`src/rtl/axi_wr_downsizer.sv`:
```
module axi_wr_downsizer #(
  parameter int ID_W   = 4,
  parameter int ADDR_W = 32
) (
  input  logic              clk,
  input  logic              rst_n,
  input  logic [ID_W-1:0]   s_awid,
  input  logic [ADDR_W-1:0] s_awaddr,
  input  logic [7:0]        s_awlen,
  input  logic [2:0]        s_awsize,
  input  logic [1:0]        s_awburst,
  input  logic              s_awvalid,
  output logic              s_awready,
  input  logic [63:0]       s_wdata,
  input  logic [7:0]        s_wstrb,
  input  logic              s_wlast,
  input  logic              s_wvalid,
  output logic              s_wready,
  output logic [ID_W-1:0]   s_bid,
  output logic [1:0]        s_bresp,
  output logic              s_bvalid,
  input  logic              s_bready,
  output logic [ID_W-1:0]   m_awid,
  output logic [ADDR_W-1:0] m_awaddr,
  output logic [7:0]        m_awlen,
  output logic [2:0]        m_awsize,
  output logic [1:0]        m_awburst,
  output logic              m_awvalid,
  input  logic              m_awready,
  output logic [31:0]       m_wdata,
  output logic [3:0]        m_wstrb,
  output logic              m_wlast,
  output logic              m_wvalid,
  input  logic              m_wready,
  input  logic [ID_W-1:0]   m_bid,
  input  logic [1:0]        m_bresp,
  input  logic              m_bvalid,
  output logic              m_bready,
  output logic              err_len,
  output logic              err_last
);

  logic        busy, w_en, in_done, full_q, fix_q, b2_start, phase;
  logic [2:0]  size_q, a_lo, a_nxt;
  logic [3:0]  step;
  logic [7:0]  in_left;
  logic [8:0]  out_left;
  logic        hv;
  logic [63:0] hd;
  logic [7:0]  hs;
  logic        aw_hs, wi_hs, wo_hs, lastpart, drain, half;

  assign aw_hs     = s_awvalid && !busy;
  assign s_awready = !busy;

  assign wo_hs    = hv && m_wready;
  assign lastpart = !full_q || phase;
  assign drain    = wo_hs && lastpart;
  assign s_wready = w_en && !in_done && (!hv || drain);
  assign wi_hs    = s_wvalid && s_wready;

  assign half     = full_q ? (b2_start ^ phase) : a_lo[2];
  assign m_wvalid = hv;
  assign m_wdata  = half ? hd[63:32] : hd[31:0];
  assign m_wstrb  = half ? hs[7:4]   : hs[3:0];
  assign m_wlast  = hv && (out_left == 9'd0);

  assign step  = 4'd1 << size_q;
  assign a_nxt = 3'(({1'b0, a_lo} & ~(step - 4'd1)) + step);

  assign s_bid    = m_bid;
  assign s_bresp  = m_bresp;
  assign s_bvalid = m_bvalid;
  assign m_bready = s_bready;

  always_ff @(posedge clk) begin
    if (!rst_n) begin
      busy <= 1'b0; w_en <= 1'b0; in_done <= 1'b0; full_q <= 1'b0;
      fix_q <= 1'b0; b2_start <= 1'b0; phase <= 1'b0; size_q <= '0;
      a_lo <= '0; in_left <= '0; out_left <= '0; hv <= 1'b0;
      hd <= '0; hs <= '0; err_len <= 1'b0; err_last <= 1'b0;
      m_awid <= '0; m_awaddr <= '0; m_awlen <= '0; m_awsize <= '0;
      m_awburst <= '0; m_awvalid <= 1'b0;
    end else begin
      if (aw_hs) begin
        busy     <= 1'b1;
        w_en     <= 1'b1;
        in_done  <= 1'b0;
        full_q   <= (s_awsize == 3'd3);
        fix_q    <= (s_awburst == 2'd0);
        b2_start <= s_awaddr[2];
        size_q   <= s_awsize;
        a_lo     <= s_awaddr[2:0];
        in_left  <= s_awlen;
        out_left <= (s_awsize == 3'd3) ? {s_awlen, 1'b1} : {1'b0, s_awlen};
        err_len  <= (s_awsize == 3'd3) && s_awlen[7];
        err_last <= 1'b0;
        m_awid    <= s_awid;
        m_awaddr  <= s_awaddr;
        m_awlen   <= (s_awsize == 3'd3) ? {s_awlen[6:0], 1'b1} : s_awlen;
        m_awsize  <= (s_awsize == 3'd3) ? 3'd2 : s_awsize;
        m_awburst <= s_awburst;
        m_awvalid <= 1'b1;
      end else if (m_awvalid && m_awready) begin
        m_awvalid <= 1'b0;
      end

      if (wo_hs) begin
        if (out_left != 9'd0) out_left <= out_left - 9'd1;
        else                  w_en <= 1'b0;
        phase <= full_q && !phase;
        if (!full_q && !fix_q) a_lo <= a_nxt;
      end

      if (wi_hs) begin
        hd <= s_wdata;
        hs <= s_wstrb;
        hv <= 1'b1;
        if (in_left != 8'd0) in_left <= in_left - 8'd1;
        in_done <= (in_left == 8'd0);
        if (s_wlast != (in_left == 8'd0)) err_last <= 1'b1;
      end else if (drain) begin
        hv <= 1'b0;
      end

      if (m_bvalid && s_bready) busy <= 1'b0;
    end
  end

endmodule


```
`config.mk`:
```
export PLATFORM = sky130hd
export DESIGN_NAME = axi_wr_downsizer
export DESIGN_NICKNAME = d
export VERILOG_FILES = /design/src/rtl/axi_wr_downsizer.sv
export SDC_FILE = /design/constraint.sdc
export NUM_CORES = 1
export LEC_CHECK = 0
export BUFFER_PORTS_ARGS = -buffer_cell sky130_fd_sc_hd__buf_2
export CAP_MARGIN = 20
export CORE_AREA = 3 3 118 120
export CTS_CLUSTER_SIZE = 25
export DETAILED_ROUTE_END_ITERATION = 7
export DIE_AREA = 0 0 121 123
export GPL_TIMING_DRIVEN = 0
export PLACE_DENSITY = 0.8
export SLEW_MARGIN = 40
export SYNTH_ARGS = -nofsm -noshare
export SYNTH_HDL_FRONTEND = slang
export SYNTH_SLANG_ARGS = --single-unit
```
`constraint.sdc`:
```
create_clock -name clk -period 4.7 [get_ports clk]
set_input_delay 0.94 -clock clk [delete_from_list [all_inputs] [get_ports clk]]
set_output_delay 0.94 -clock clk [all_outputs]
set_load 0.01 [all_outputs]
```
## After elaboration in Yosys (flattened, before gate mapping)

Cells that the tools add are included.

| cells by class | value |
|---|---|
| add/sub/neg operators | 4 |
| eq/ne operators | 2 |
| shift-type cells | 1 |
| muxes and demuxes | 27 |
| bitwise logic cells | 4 |
| reduce and logical (&&, ||, !) cells | 29 |

Operators with widths:

| kind | count |
|---|---|
| 9-bit 2-to-1 mux | 4 |
| 32-bit 2-to-1 mux | 1 |
| 8-bit 2-to-1 mux | 4 |
| 1-bit 2-to-1 mux | 13 |
| 1-bit logical AND | 12 |
| 3-bit 2-to-1 mux | 4 |
| 9-bit logical NOT | 1 |
| 9-bit nonzero test | 1 |
| 9-bit by 1-bit subtractor with 9-bit output (second input constant) | 1 |
| 8-bit logical NOT | 1 |
| 8-bit nonzero test | 1 |
| 8-bit by 1-bit subtractor with 8-bit output (second input constant) | 1 |
| 1-bit logical NOT | 6 |
| 2-bit nonzero test | 3 |
| 4-bit 2-to-1 mux | 1 |
| 3-bit adder | 1 |
| 3-bit bitwise AND | 1 |
| 3-bit by 2-bit equality test with 1-bit output (second input constant) | 1 |
| 3-bit inverter | 1 |
| 1-bit by 3-bit << shifter with 3-bit output (first input constant) | 1 |
| 3-bit by 1-bit subtractor with 3-bit output (second input constant) | 1 |
| 2-bit logical NOT | 1 |
| 1-bit logical OR | 2 |
| 2-bit OR reduction | 1 |
| other kinds (3) | 3 |

| storage, ports and cells | value |
|---|---|
| flip-flop bits (word level) | 155 |
| input bits | 136 |
| output and inout port bits | 100 |
| word-level logic and storage cells | 89 |

## Longest topological paths before layout

Gate-level depths: netlist (run 1).

| depth | value |
|---|---|
| depth in word-level cells | 7 |
| mapped depth | 7 |
| gate-level depth less buffers | 7 |

## Worst setup path before layout (run 1)

Ideal clock, no wire load.

| timing | value |
|---|---|
| kind | flip-flop to output port |
| from | register out_left[0] |
| to | output m_wlast |
| arrival | 1.483 ns |
| data required time | 3.760 ns |
| path slack | 2.277 ns |
| stages on the path, launching flop included | 6 |
| path buffers | 0 |
| cells stage by stage | dfxtp_1 inv_1 ha_1 nor3b_1 nand3_1 nor2_1 |

| between the ends | value |
|---|---|
| longest elaborated chain between the ends | 2 |

Ends and longest elaborated chain:

| what | RTL line | text |
|---|---|---|
| start: declaration | 47 | `logic [8:0] out_left;` |
| start signal: assignment | 95 | `out_left <= (s_awsize == 3'd3) ? {s_awlen, 1'b1} : {1'b0, s_awlen};` |
| start signal: assignment | 109 | `if (out_left != 9'd0) out_left <= out_left - 9'd1;` |
| 9-bit logical NOT | 66 | `assign m_wlast = hv && (out_left == 9'd0);` |
| 1-bit logical AND | 66 |  |
| end: declaration | 32 | `output logic m_wlast,` |

No other way between the ends.

## Worst setup path after layout (run 1)

Same ends and word-level chain as after synthesis.

==> out/qor.csv, run 1 <==
stage,metric,value,unit
cells_and_area,drive_above_1_share,29.7,%
logic_synthesis,synth_cells,812,
worst_setup_path,arrival,2.42,ns
routing,drt_pre_antenna_iters,5,
floorplanning,rows,42,
worst_setup_path,crit_start,out_left[0]$_SDFF_PN0_,
timing,tightestPinTransition,0.737,ns
power_and_ir_drop,p_sw_share,24.6,%
floorplanning,start_util,49.5,%
global_routing,grt_start_max_net_pins,17,
clocking,cts_resized,0,
power_and_ir_drop,seq_power_share,41.7,%
cells_and_area,multi_input_area,0.00307,mm²
routing,drc_errors,0,
logic_synthesis,yosys.area.top_type_share,47.6,%
logic_synthesis,synth-edff-count,0,
timing,setup_violations,0,
worst_setup_path,reg2reg_slack,2.44,ns
timing,period_needed,3.36,ns
global_routing,grt_pass1_wl,30.7,mm
worst_setup_path,critPathRequiredTime,3.76,ns
logic_synthesis,syn_nets,953,
power_and_ir_drop,vdd_drop_max,0.000320,V
timing,period_share,71.5,%
power_and_ir_drop,p_clk_share,44.3,%
floorplanning,die-area,0.0149,mm²
worst_setup_path,r2r-end,out_left[0]$_SDFF_PN0_,
flow_run,max_cap_viol_count,0,
logic_synthesis,syn_area,0.00647,mm²
worst_setup_path,crit_path_end_kind,primary output,
timing,max-slew-margin-rel,50.7,%
cells_and_area,fin_area,0.00849,mm²
worst_setup_path,crit_path_start_kind,flop,
routing,wirelength,19.5,mm
timing,finalHoldViolCount,0,
routing,viasPerCell,5.22,
logic_synthesis,synthTopCellsByArea,"dfxtp_1 (48%), nand2_1 (14%), a21oi_1 (11%)",
clocking,root_buffer,clkbuf_16,
timing,holdWs,0.450,ns
power_and_ir_drop,switching_power,842,µW
floorplanning,ioPinCount,236,
place,gp_congestion,0.911,
place,dpl_cell_area,0.00784,mm²
clocking,hold_buffers,0,
routing,drt_iter0_markers,452,
power_and_ir_drop,p_int,2.58,mW
logic_synthesis,synthFlopType,dfxtp_1,
timing,setup_ws,1.34,ns
clocking,clock_latency,0.42,ns
logic_synthesis,synth_common_cells,"nand2_1 (249), dfxtp_1 (154), a21oi_1 (146)",
cells_and_area,nFillCells,1167,
worst_setup_path,worst-setup-path-type,flop to primary output,
routing,ant_nets,0,
timing,rsz0062_at_grt,no,
logic_synthesis,yosysTopAreaCell,dfxtp_1,
place,port_buffers,229,
clocking,cts.path.max_buffers,2,
logic_synthesis,async_reset_ff_share,0,%
global_routing,grt_usage,26.0,%
worst_setup_path,critPathMaxFanout,7,
cells_and_area,regArea,0.00308,mm²
place,dpl.hpwl,14.4,mm
worst_setup_path,rr_worst_depth,6,
routing,wl_per_cell,15.7,µm
timing,tns,0,ns
logic_synthesis,syn_area_per_cell,7.97,µm²
clocking,cts_buffers,17,
floorplanning,core,0.0131,mm²
timing,fmax,0.298,GHz
timing,fin_worst_skew,0.00644,ns
global_routing,gr-total-overflow,0,
cells_and_area,diodes,0,
power_and_ir_drop,p_per_area,403,mW/mm²
timing,drv_slew,0,
power_and_ir_drop,power.leakage,3.74,nW
worst_setup_path,critPathCapture,m_wlast,
clocking,clock_sinks,154,
clocking,postCtsSetupBuffers,0,
logic_synthesis,seq_area_frac_synth,47.6,%
place,place_ws,1.83,ns
logic_synthesis,synth_cell_type_count,51,
clocking,cts_tree,done,
floorplanning,die_w,121,µm
outcome,status,"finished, final reports clean",
floorplanning,die_y,123,µm
logic_synthesis,synth_most_common_cell,nand2_1,
routing,vias,6515,
worst_setup_path,r2r_start,out_left[0]$_SDFF_PN0_,
logic_synthesis,ys_ff_latch,154,
clocking,clkTransAtPathRegs,0.06,ns
worst_hold_path,min_path_type,flop to flop,
cells_and_area,nets,1201,
power_and_ir_drop,pwr-share-comb,14.0,%
cells_and_area,layout-area-overhead-vs-synth,31.1,%
global_routing,grt_antenna_before_repair,0,
logic_synthesis,yosys_warnings,0,
clocking,htreeDepth,4,
global_routing,grt_pass1_vias,6143,
critical path, cell delays in order, from the launching register on:
cell	delay [ns]
dfxtp_1	0.34
inv_1	0.09
ha_1	0.22
nor3b_1	0.64
nand3_1	0.32
nor2_1	0.24
buf_2	0.16
cell type report:
| cell class | count | share of cell area [%] |
|---|---|---|
| Sequential cell | 154 | 36.3 |
| Multi-Input combinational cell | 584 | 36.2 |
| Clock inverter | 9 | 2.30 |
| Clock buffer | 21 | 5.31 |
| Buffer | 61 | 3.24 |
| Timing Repair Buffer | 229 | 13.5 |
| Tap cell | 176 | 2.59 |
| Inverter | 13 | 0.575 |
layout by cell type (no fill, tap or decap), drive strengths merged, types with 5 or more instances in the layout:
cell / synthesis / layout
buf: 21 / 250
nand2: 249 / 249
dfxtp: 154 / 154
a21oi: 148 / 148
clkbuf: 40 / 61
mux2: 36 / 36
nor2: 31 / 31
o21ai: 15 / 15
inv: 12 / 12
nor3: 11 / 11
nand3: 11 / 11
a211oi: 8 / 8
mux2i: 7 / 7
bufinv: 0 / 6
or3: 5 / 5
ha: 5 / 5
nand2b: 5 / 5
worst min-delay path by stage:
stage / from / slack [ns] / to / depth (start not counted)
2_1_floorplan: hd[0]$_SDFFE_PN0P_ / 0.43 / hd[0]$_SDFFE_PN0P_ / 2
3_3_place_gp: m_awsize[0]$_SDFFE_PN0P_ / 0.44 / m_awsize[0]$_SDFFE_PN0P_ / 2
3_5_place_dp: m_awsize[0]$_SDFFE_PN0P_ / 0.44 / m_awsize[0]$_SDFFE_PN0P_ / 2
4_1_cts: hd[59]$_SDFFE_PN0P_ / 0.45 / hd[59]$_SDFFE_PN0P_ / 2
5_1_grt: m_awaddr[1]$_SDFFE_PN0P_ / 0.47 / m_awaddr[1]$_SDFFE_PN0P_ / 2
6_report: m_awaddr[21]$_SDFFE_PN0P_ / 0.45 / m_awaddr[21]$_SDFFE_PN0P_ / 2
sequential cells by signal, summed over array words and instances (netlist names), 2 cells and up:
name and flops:
m_awsize 3, hs 8, m_awaddr 32, in_left 8, out_left 9, m_awlen 8, m_awburst 2, size_q 3
m_awid 4, a_lo 3, hd 64
power by group through the flow:
stage               Clock, mW  Sequential [mW]  Combinational [mW]
detailed placement          0             1.45               0.476
floorplan                   0             1.46               0.276
finish                   1.51             1.42               0.480
global placement            0             1.45               0.470
global route             1.58             1.43               0.537
CTS                      1.53             1.42               0.480
metal layers:
| metal | global-route usage [%] | vias up | wire, µm |
|---|---|---|---|
| met4 | 8.00 | 0 | 284 |
| met2 | 44.5 | 270 | 9400 |
| met1 | 30.9 | 2985 | 7980 |
| met3 | 9.19 | 30 | 1850 |
| li1 | - | 3230 | - |
| met5 | 0 | - | 0 |
cells by family (layout without fill, tap and decap cells):
logic type      after synthesis  in the layout  synth area share (%)
simple gates                332            332                  21.2
compound gates              200            200                  17.3
flops                       154            154                  47.6
buf+inv                      74            333                  5.01
mux                          43             43                  7.35
fa+ha+maj                     5              5                 0.967
xor+xnor                      4              4                 0.541
per-stage QoR:
stage / instances / power [mW] / util (%)
floorplan: 812 / 1.73 / -
global placement: 1217 / 1.92 / 59.9
detailed placement: 1217 / 1.93 / 59.9
CTS: 1247 / 3.43 / 64.9
global route: 1247 / 3.55 / 64.9
finish: 1247 / 3.42 / 64.9
(Power assumes the default switching activity.)
==> inputs of run 2 (changes only) <==
--- a/config.mk
+++ b/config.mk
@@ -7,12 +7,12 @@
 export LEC_CHECK = 0
 export BUFFER_PORTS_ARGS = -buffer_cell sky130_fd_sc_hd__buf_2
 export CAP_MARGIN = 20
-export CORE_AREA = 3 3 118 120
+export CORE_AREA = 3 3 124 126
 export CTS_CLUSTER_SIZE = 25
 export DETAILED_ROUTE_END_ITERATION = 7
-export DIE_AREA = 0 0 121 123
+export DIE_AREA = 0 0 127 129
 export GPL_TIMING_DRIVEN = 0
-export PLACE_DENSITY = 0.8
+export PLACE_DENSITY = 0.76
 export SLEW_MARGIN = 40
 export SYNTH_ARGS = -nofsm -noshare
 export SYNTH_HDL_FRONTEND = slang
==> constraint.sdc (replaced) <==
create_clock -name clk -period 3 [get_ports clk]
set_input_delay 0.6 -clock clk [delete_from_list [all_inputs] [get_ports clk]]
set_output_delay 0.6 -clock clk [all_outputs]
set_load 0.01 [all_outputs]
==> run 2 against run 1 <==
Against the previous run:
- routed wire length is 2.5% higher
- flip-flop and latch count did not move
- via count up 1.1%
- largest cell class unchanged
==> out/qor.csv, run 2 (same netlist as run 1, synthesis figures left out) <==
stage,metric,value,unit,change
routing,drc_errors,0,,unchanged
routing,ant_nets,0,,unchanged
clocking,clock_latency,0.42,ns,about the same
cells_and_area,nFillCells,1299,,+11%
worst_setup_path,crit_path_start_kind,flop,,
timing,tns,0,ns,unchanged
timing,drv_slew,0,,unchanged
timing,period_needed,2.75,ns,
power_and_ir_drop,pwr-share-comb,15.0,%,+1.0 points
power_and_ir_drop,seq_power_share,44.1,%,+2.4 points
worst_setup_path,critPathRequiredTime,2.40,ns,-1.36 ns
flow_run,max_cap_viol_count,0,,unchanged
clocking,cts_tree,done,,
cells_and_area,reg_top3,"hd: 64 flops, m_awaddr: 32 flops, out_left: 9 flops",,
timing,period_share,91.7,%,
clocking,postCtsSetupBuffers,0,,unchanged
clocking,clkTransAtPathRegs,0.06,ns,about the same
routing,drt_iter0_markers,412,,-8.8%
routing,drt_pre_antenna_iters,4,,-1
floorplanning,rows,44,,+4.8%
global_routing,grt_usage,23.9,%,-2.1 points
cells_and_area,most-common-layout-cells,"nand2_1 (249), buf_2 (239), dfxtp_1 (154)",,
floorplanning,die_w,127,µm,+5.0%
routing,vias,6586,,+1.1%
place,port_buffers,229,,unchanged
worst_hold_path,min_path_type,input pin to flop,,
power_and_ir_drop,p_sw_share,27.9,%,+3.3 points
global_routing,grt_pass1_vias,6259,,+1.9%
clocking,cts_buffers,17,,unchanged
routing,wl_per_cell,15.9,µm,+1.7%
cells_and_area,drive_above_1_share,30.2,%,+0.50 points
power_and_ir_drop,switching_power,1.41,mW,+68%
floorplanning,core,0.0144,mm²,+10%
floorplanning,start_util,44.9,%,-4.6 points
power_and_ir_drop,vdd_drop_max,0.000353,V,+10%
floorplanning,die-area,0.0164,mm²,+10%
floorplanning,die_y,129,µm,+4.9%
timing,tightestPinTransition,0.745,ns,+0.00718 ns
timing,setup_violations,0,,unchanged
power_and_ir_drop,p_per_area,600,mW/mm²,+49%
worst_setup_path,cp_top_family,buffers and inverters,,
power_and_ir_drop,p_int,3.65,mW,+42%
worst_setup_path,critPathMaxFanout,10,,+3
cells_and_area,regMostFlops,hd,,
power_and_ir_drop,power.leakage,3.70,nW,-1.1%
timing,fmax,0.363,GHz,
outcome,status,"finished, final reports clean",,
worst_setup_path,worst-setup-path-type,flop to primary output,,
worst_setup_path,path_cells,o21ai_2 > buf_2 > mux2_2 > buf_2,,
place,gp_congestion,0.864,,-5.1%
clocking,root_buffer,clkbuf_16,,
cells_and_area,final_common_cell,nand2_1,,
floorplanning,ioPinCount,236,,unchanged
worst_setup_path,crit_path_top_delay_cell,o21ai_2,,
cells_and_area,largest_reg_flops,64,,unchanged
clocking,htreeDepth,4,,unchanged
global_routing,grt_start_max_net_pins,17,,unchanged
routing,wirelength,20.0,mm,+2.5%
power_and_ir_drop,power,5.06,mW,+48%
timing,rsz0062_at_grt,no,,
global_routing,grt_antenna_before_repair,2,,+2
worst_setup_path,slowest_delay,0.45,ns,-0.19 ns
timing,finalHoldViolCount,0,,unchanged
timing,max-slew-margin-rel,50.4,%,-0.37 points
clocking,clock_sinks,154,,unchanged
worst_setup_path,worst-path-buf-inv,2,,unchanged
routing,viasPerCell,5.24,,+0.29%
cells_and_area,layout-area-overhead-vs-synth,30.3,%,
global_routing,grt_pass1_wl,31.3,mm,+1.9%
global_routing,gr-total-overflow,0,,unchanged
cells_and_area,diodes,0,,unchanged
cells_and_area,nets,1201,,unchanged
worst_setup_path,arrival,2.15,ns,-0.27 ns
power_and_ir_drop,p_clk_share,40.9,%,-3.4 points
worst_setup_path,crit_path_end_kind,primary output,,
worst_setup_path,path_common_cell,buf_2,,
clocking,cts.path.max_buffers,2,,unchanged
place,dpl.hpwl,14.8,mm,+2.8%
timing,fin_worst_skew,0.00872,ns,+0.00228 ns
## run 2: cell types whose count changed in the layout (fill, tap and decap cells not counted)
| cell | change |
|---|---|
| bufinv_16 | -5 |
| clkinv_2 | -1 |
| inv_6 | +5 |
| clkinvlp_4 | +4 |
| inv_8 | +1 |
| clkbuf_1 | -3 |
| nor3b_1 | -1 |
| clkinv_4 | +1 |
| nor3b_2 | +1 |
## run 2: repair_timing
| action | 4_1_cts | 5_1_grt |
|---|---|---|
| hold buffers | 0 | 0 |
| setup endpoints to repair | 0 | 1 |
| hold endpoints to repair | 0 | 0 |
| gates resized for setup | 0 | 1 |
## run 2: layer usage
metal  track usage, %  wire (µm)  vias to the layer above
met2             40.9       9610                      319
met3             7.26       1980                       38
met4             7.82        365                        4
met5                0         29                        -
li1                 -          -                     3249
met1             28.9       8030                     2976
## run 2: area by class of cell
cell class,count,area [µm²],area share (%)
Clock buffer,18,439,5.21
Clock inverter,14,134,1.59
Tap cell,184,230,2.73
Buffer,61,275,3.27
Multi-Input combinational cell,584,3070,36.5
Inverter,13,48.8,0.579
Sequential cell,154,3080,36.6
Timing Repair Buffer,229,1150,13.6
## run 2: power groups by stage
stage               Sequential [mW]  Combinational, mW  Clock, mW
global placement               2.27              0.742          0
floorplan                      2.28              0.432          0
finish                         2.23              0.757       2.07
CTS                            2.23              0.756       2.10
global route                   2.24              0.837       2.20
detailed placement             2.27              0.749          0
## run 2: worst paths after layout
check                            start                         to  slack [ns]  cells after the start
min reg2reg  m_awaddr[22]$_SDFFE_PN0P_  m_awaddr[22]$_SDFFE_PN0P_        0.45                      2
max reg2reg      m_wvalid$_SDFFE_PN0P_        hd[30]$_SDFFE_PN0P_        0.79                      6
max                full_q$_SDFFE_PN0P_                m_wdata[16]        0.25                      4
min                           s_bready          busy$_SDFFE_PP0P_        0.37                      2
## run 2: stage by stage
step | std cells | setup WS (ns) | area [µm²] | util, % | hold slack (ns)
detailed placement | 1225 | 0.418 | 7850 | 54.4 | 0.443
CTS | 1257 | 0.0562 | 8430 | 58.4 | 0.352
global route | 1257 | 0.0691 | 8430 | 58.4 | 0.373
finish | 1257 | 0.248 | 8430 | 58.4 | 0.368
floorplan | 812 | 0.917 | 6470 | - | 0.433
global placement | 1225 | 0.379 | 7850 | 54.4 | 0.438
==> inputs of run 3 (changes only) <==
--- a/config.mk
+++ b/config.mk
@@ -6,13 +6,12 @@
 export NUM_CORES = 1
 export LEC_CHECK = 0
 export BUFFER_PORTS_ARGS = -buffer_cell sky130_fd_sc_hd__buf_2
-export CAP_MARGIN = 20
-export CORE_AREA = 3 3 124 126
-export CTS_CLUSTER_SIZE = 25
+export CORE_AREA = 3 3 123 125
+export CTS_BUF_LIST = sky130_fd_sc_hd__clkbuf_2
 export DETAILED_ROUTE_END_ITERATION = 7
-export DIE_AREA = 0 0 127 129
+export DIE_AREA = 0 0 126 128
 export GPL_TIMING_DRIVEN = 0
-export PLACE_DENSITY = 0.76
+export PLACE_DENSITY = 0.77
 export SLEW_MARGIN = 40
 export SYNTH_ARGS = -nofsm -noshare
 export SYNTH_HDL_FRONTEND = slang
==> run 3 against run 2 <==
Against the previous run:
- sequential share of layout area decreased by 0.95 points
- die area decreased by 1.6%
- highest routed layer unchanged
- routed wire length increased by 3.6%
- design area increased by 2.8%
- setup slack got worse by 0.093 ns
- final cell count increased by 3.8%
- utilization increased by 3.5 points
- combinational power increased by 9.9%
- sequential power about the same
- critical path depth increased by 2
- critical path type unchanged
- clock power decreased by 40%
- register-to-register slack got worse by 0.03 ns
==> out/qor.csv, run 3 (same netlist as run 1, synthesis figures left out) <==
stage,metric,value,unit,change
timing,max-slew-margin-rel,54.7,%,+4.4 points
power_and_ir_drop,p_per_area,497,mW/mm²,-17%
worst_setup_path,path_cells,xnor2_1 > nand2_1 > o21ai_4 > buf_6 > mux2_2 > buf_2,,
timing,tightestPinTransition,0.674,ns,-0.0709 ns
floorplanning,rows,43,,-2.3%
global_routing,grt_start_max_net_pins,17,,unchanged
worst_setup_path,critPathMaxFanout,10,,unchanged
routing,wirelength,20.7,mm,+3.6%
worst_setup_path,crit_path_top_delay_cell,dfxtp_2,,
routing,vias,6862,,+4.2%
power_and_ir_drop,power,4.31,mW,-15%
routing,drt_pre_antenna_iters,5,,+1
place,dpl.hpwl,14.7,mm,-0.71%
global_routing,grt_pass1_wl,30.9,mm,-1.2%
power_and_ir_drop,power.leakage,3.81,nW,+3.2%
cells_and_area,nFillCells,1254,,-3.5%
clocking,clkTransAtPathRegs,0.23,ns,+0.17 ns
worst_setup_path,r2r-end,hs[4]$_SDFFE_PN0P_,,
timing,fmax,0.351,GHz,-3.3%
floorplanning,start_util,46.3,%,+1.4 points
place,port_buffers,229,,unchanged
place,dpl_cell_area,0.00785,mm²,about the same
flow_run,max_cap_viol_count,0,,unchanged
timing,period_needed,2.84,ns,+0.0926 ns
timing,fin_worst_skew,0.0260,ns,+0.0173 ns
floorplanning,die-area,0.0161,mm²,-1.6%
cells_and_area,fin_area,0.00867,mm²,+2.8%
power_and_ir_drop,vdd_drop_max,0.000320,V,-9.4%
worst_hold_path,hold_depth,3,,+1
worst_setup_path,slowest_delay,0.39,ns,-0.06 ns
routing,drt_iter0_markers,451,,+9.5%
timing,setup_violations,0,,unchanged
place,gp_congestion,0.899,,+4.0%
worst_setup_path,reg2reg_slack,0.76,ns,-0.03 ns
worst_setup_path,crit_path_start_kind,flop,,
global_routing,grt_antenna_before_repair,1,,-1
cells_and_area,drive_above_1_share,29.7,%,-0.48 points
routing,ant_nets,0,,unchanged
clocking,cts_buffers,17,,unchanged
global_routing,grt_usage,24.0,%,+0.052 points
cells_and_area,final_common_cell,nand2_1,,
cells_and_area,most-common-layout-cells,"nand2_1 (249), buf_2 (236), dfxtp_1 (151)",,
clocking,clock_latency,0.72,ns,+0.30 ns
clocking,cts.path.max_buffers,2,,unchanged
routing,drc_errors,0,,unchanged
outcome,status,"finished, final reports clean",,
floorplanning,ioPinCount,236,,unchanged
floorplanning,die_w,126,µm,-0.79%
timing,setup_ws,0.155,ns,-0.0926 ns
worst_setup_path,critPathRequiredTime,2.40,ns,about the same
worst_setup_path,worst-setup-path-type,flop to primary output,,
place,place_inst,1221,,-0.33%
cells_and_area,regMostFlops,hd,,
global_routing,gr-total-overflow,0,,unchanged
clocking,cts_tree,done,,
cells_and_area,largest_reg_flops,64,,unchanged
worst_setup_path,cp_top_family,flip-flops,,
worst_setup_path,rr_worst_depth,6,,unchanged
clocking,root_buffer,clkbuf_2,,
timing,drv_slew,0,,unchanged
floorplanning,die_y,128,µm,-0.78%
place,place_ws,0.474,ns,+0.0561 ns
cells_and_area,nets,1252,,+4.2%
timing,tns,0,ns,unchanged
cells_and_area,reg_top3,"hd: 64 flops, m_awaddr: 32 flops, out_left: 9 flops",,
cells_and_area,instances_no_fill,1305,,+3.8%
routing,wl_per_cell,15.9,µm,-0.21%
floorplanning,core,0.0140,mm²,-3.0%
global_routing,grt_pass1_vias,6155,,-1.7%
worst_hold_path,min-delay-start,s_awaddr[14],,
worst_setup_path,r2r_start,m_wvalid$_SDFFE_PN0P_,,
clocking,htreeDepth,4,,unchanged
worst_hold_path,whs_endpoint,m_awaddr[14]$_SDFFE_PN0P_,,
clocking,clock_sinks,154,,unchanged
timing,period_share,94.8,%,+3.1 points
timing,holdWs,0.0665,ns,-0.302 ns
worst_setup_path,worst-path-buf-inv,2,,unchanged
worst_setup_path,arrival,2.24,ns,+0.09 ns
routing,viasPerCell,5.26,,+0.36%
timing,finalHoldViolCount,0,,unchanged
worst_setup_path,crit_path_end_kind,primary output,,
worst_hold_path,min_path_type,input pin to flop,,
cells_and_area,layout-area-overhead-vs-synth,33.9,%,
cells_and_area,post-route-util,62.0,%,+3.5 points
==> run 3: cell count changes in the layout (fill, tap and decap cells not counted), moves of 4 or more <==
| cell | before | now |
|---|---|---|
| clkbuf_16 | 17 | 0 |
| inv_6 | 5 | 1 |
| dlygate4sd3_1 | 0 | 45 |
| clkbuf_2 | 0 | 18 |
| buf_4 | 9 | 15 |
==> run 3: final cells by class <==
type | instances | area (µm²) | area share [%]
tap | 180 | 225 | 2.60
sequential | 154 | 3090 | 35.6
multi-input combinational | 584 | 3110 | 35.8
clock buffer | 18 | 90.1 | 1.04
buffer | 61 | 294 | 3.39
timing repair buffer | 280 | 1640 | 18.9
antenna | 1 | 2.50 | 0.0289
inverter | 13 | 48.8 | 0.563
clock inverter | 14 | 171 | 1.98
==> run 3: where the power goes <==
part	internal (mW)	total (mW)	switching [mW]
registers	2.16	2.24	0.0709
logic	0.365	0.832	0.467
clock network	0.475	1.24	0.763
total	3.00	4.31	1.30
==> run 3: worst max-delay path by stage <==
| stage | from | to | slack, ns | cells past startpoint |
|---|---|---|---|---|
| floorplan | out_left[0]$_SDFF_PN0_ | m_wlast | 0.92 | 5 |
| global placement | full_q$_SDFFE_PN0P_ | m_wdata[30] | 0.30 | 4 |
| detailed placement | s_awvalid | m_awid[0]$_SDFFE_PN0P_ | 0.47 | 6 |
| CTS | m_awaddr[2]$_SDFFE_PN0P_ | m_wdata[30] | -0.05 | 6 |
| global route | out_left[0]$_SDFF_PN0_ | m_wlast | -0.04 | 6 |
| finish | phase$_SDFFE_PN0N_ | m_wdata[16] | 0.16 | 6 |
==> run 3: tightest hold or removal path: stages <==
cell and delay [ns]:
buf_2 0.09, nand2_1 0.04, a21oi_1 0.05
==> run 3: routing by layer <==
metal  track usage (%)  up-vias  wire (µm)
met5                 0        -          7
met4              7.00        2        376
met3              8.04       38       1830
met2              39.7      316       9880
met1              29.8     3167       8640
li1                  -     3339          -
==> run 3: timing repair <==
action                     4_1_cts  5_1_grt
setup endpoints to repair       31       31
gates resized for setup          7        8
hold endpoints to repair         4       40
hold buffers                     5       40
gates cloned                     0        0
setup buffers                    0        6
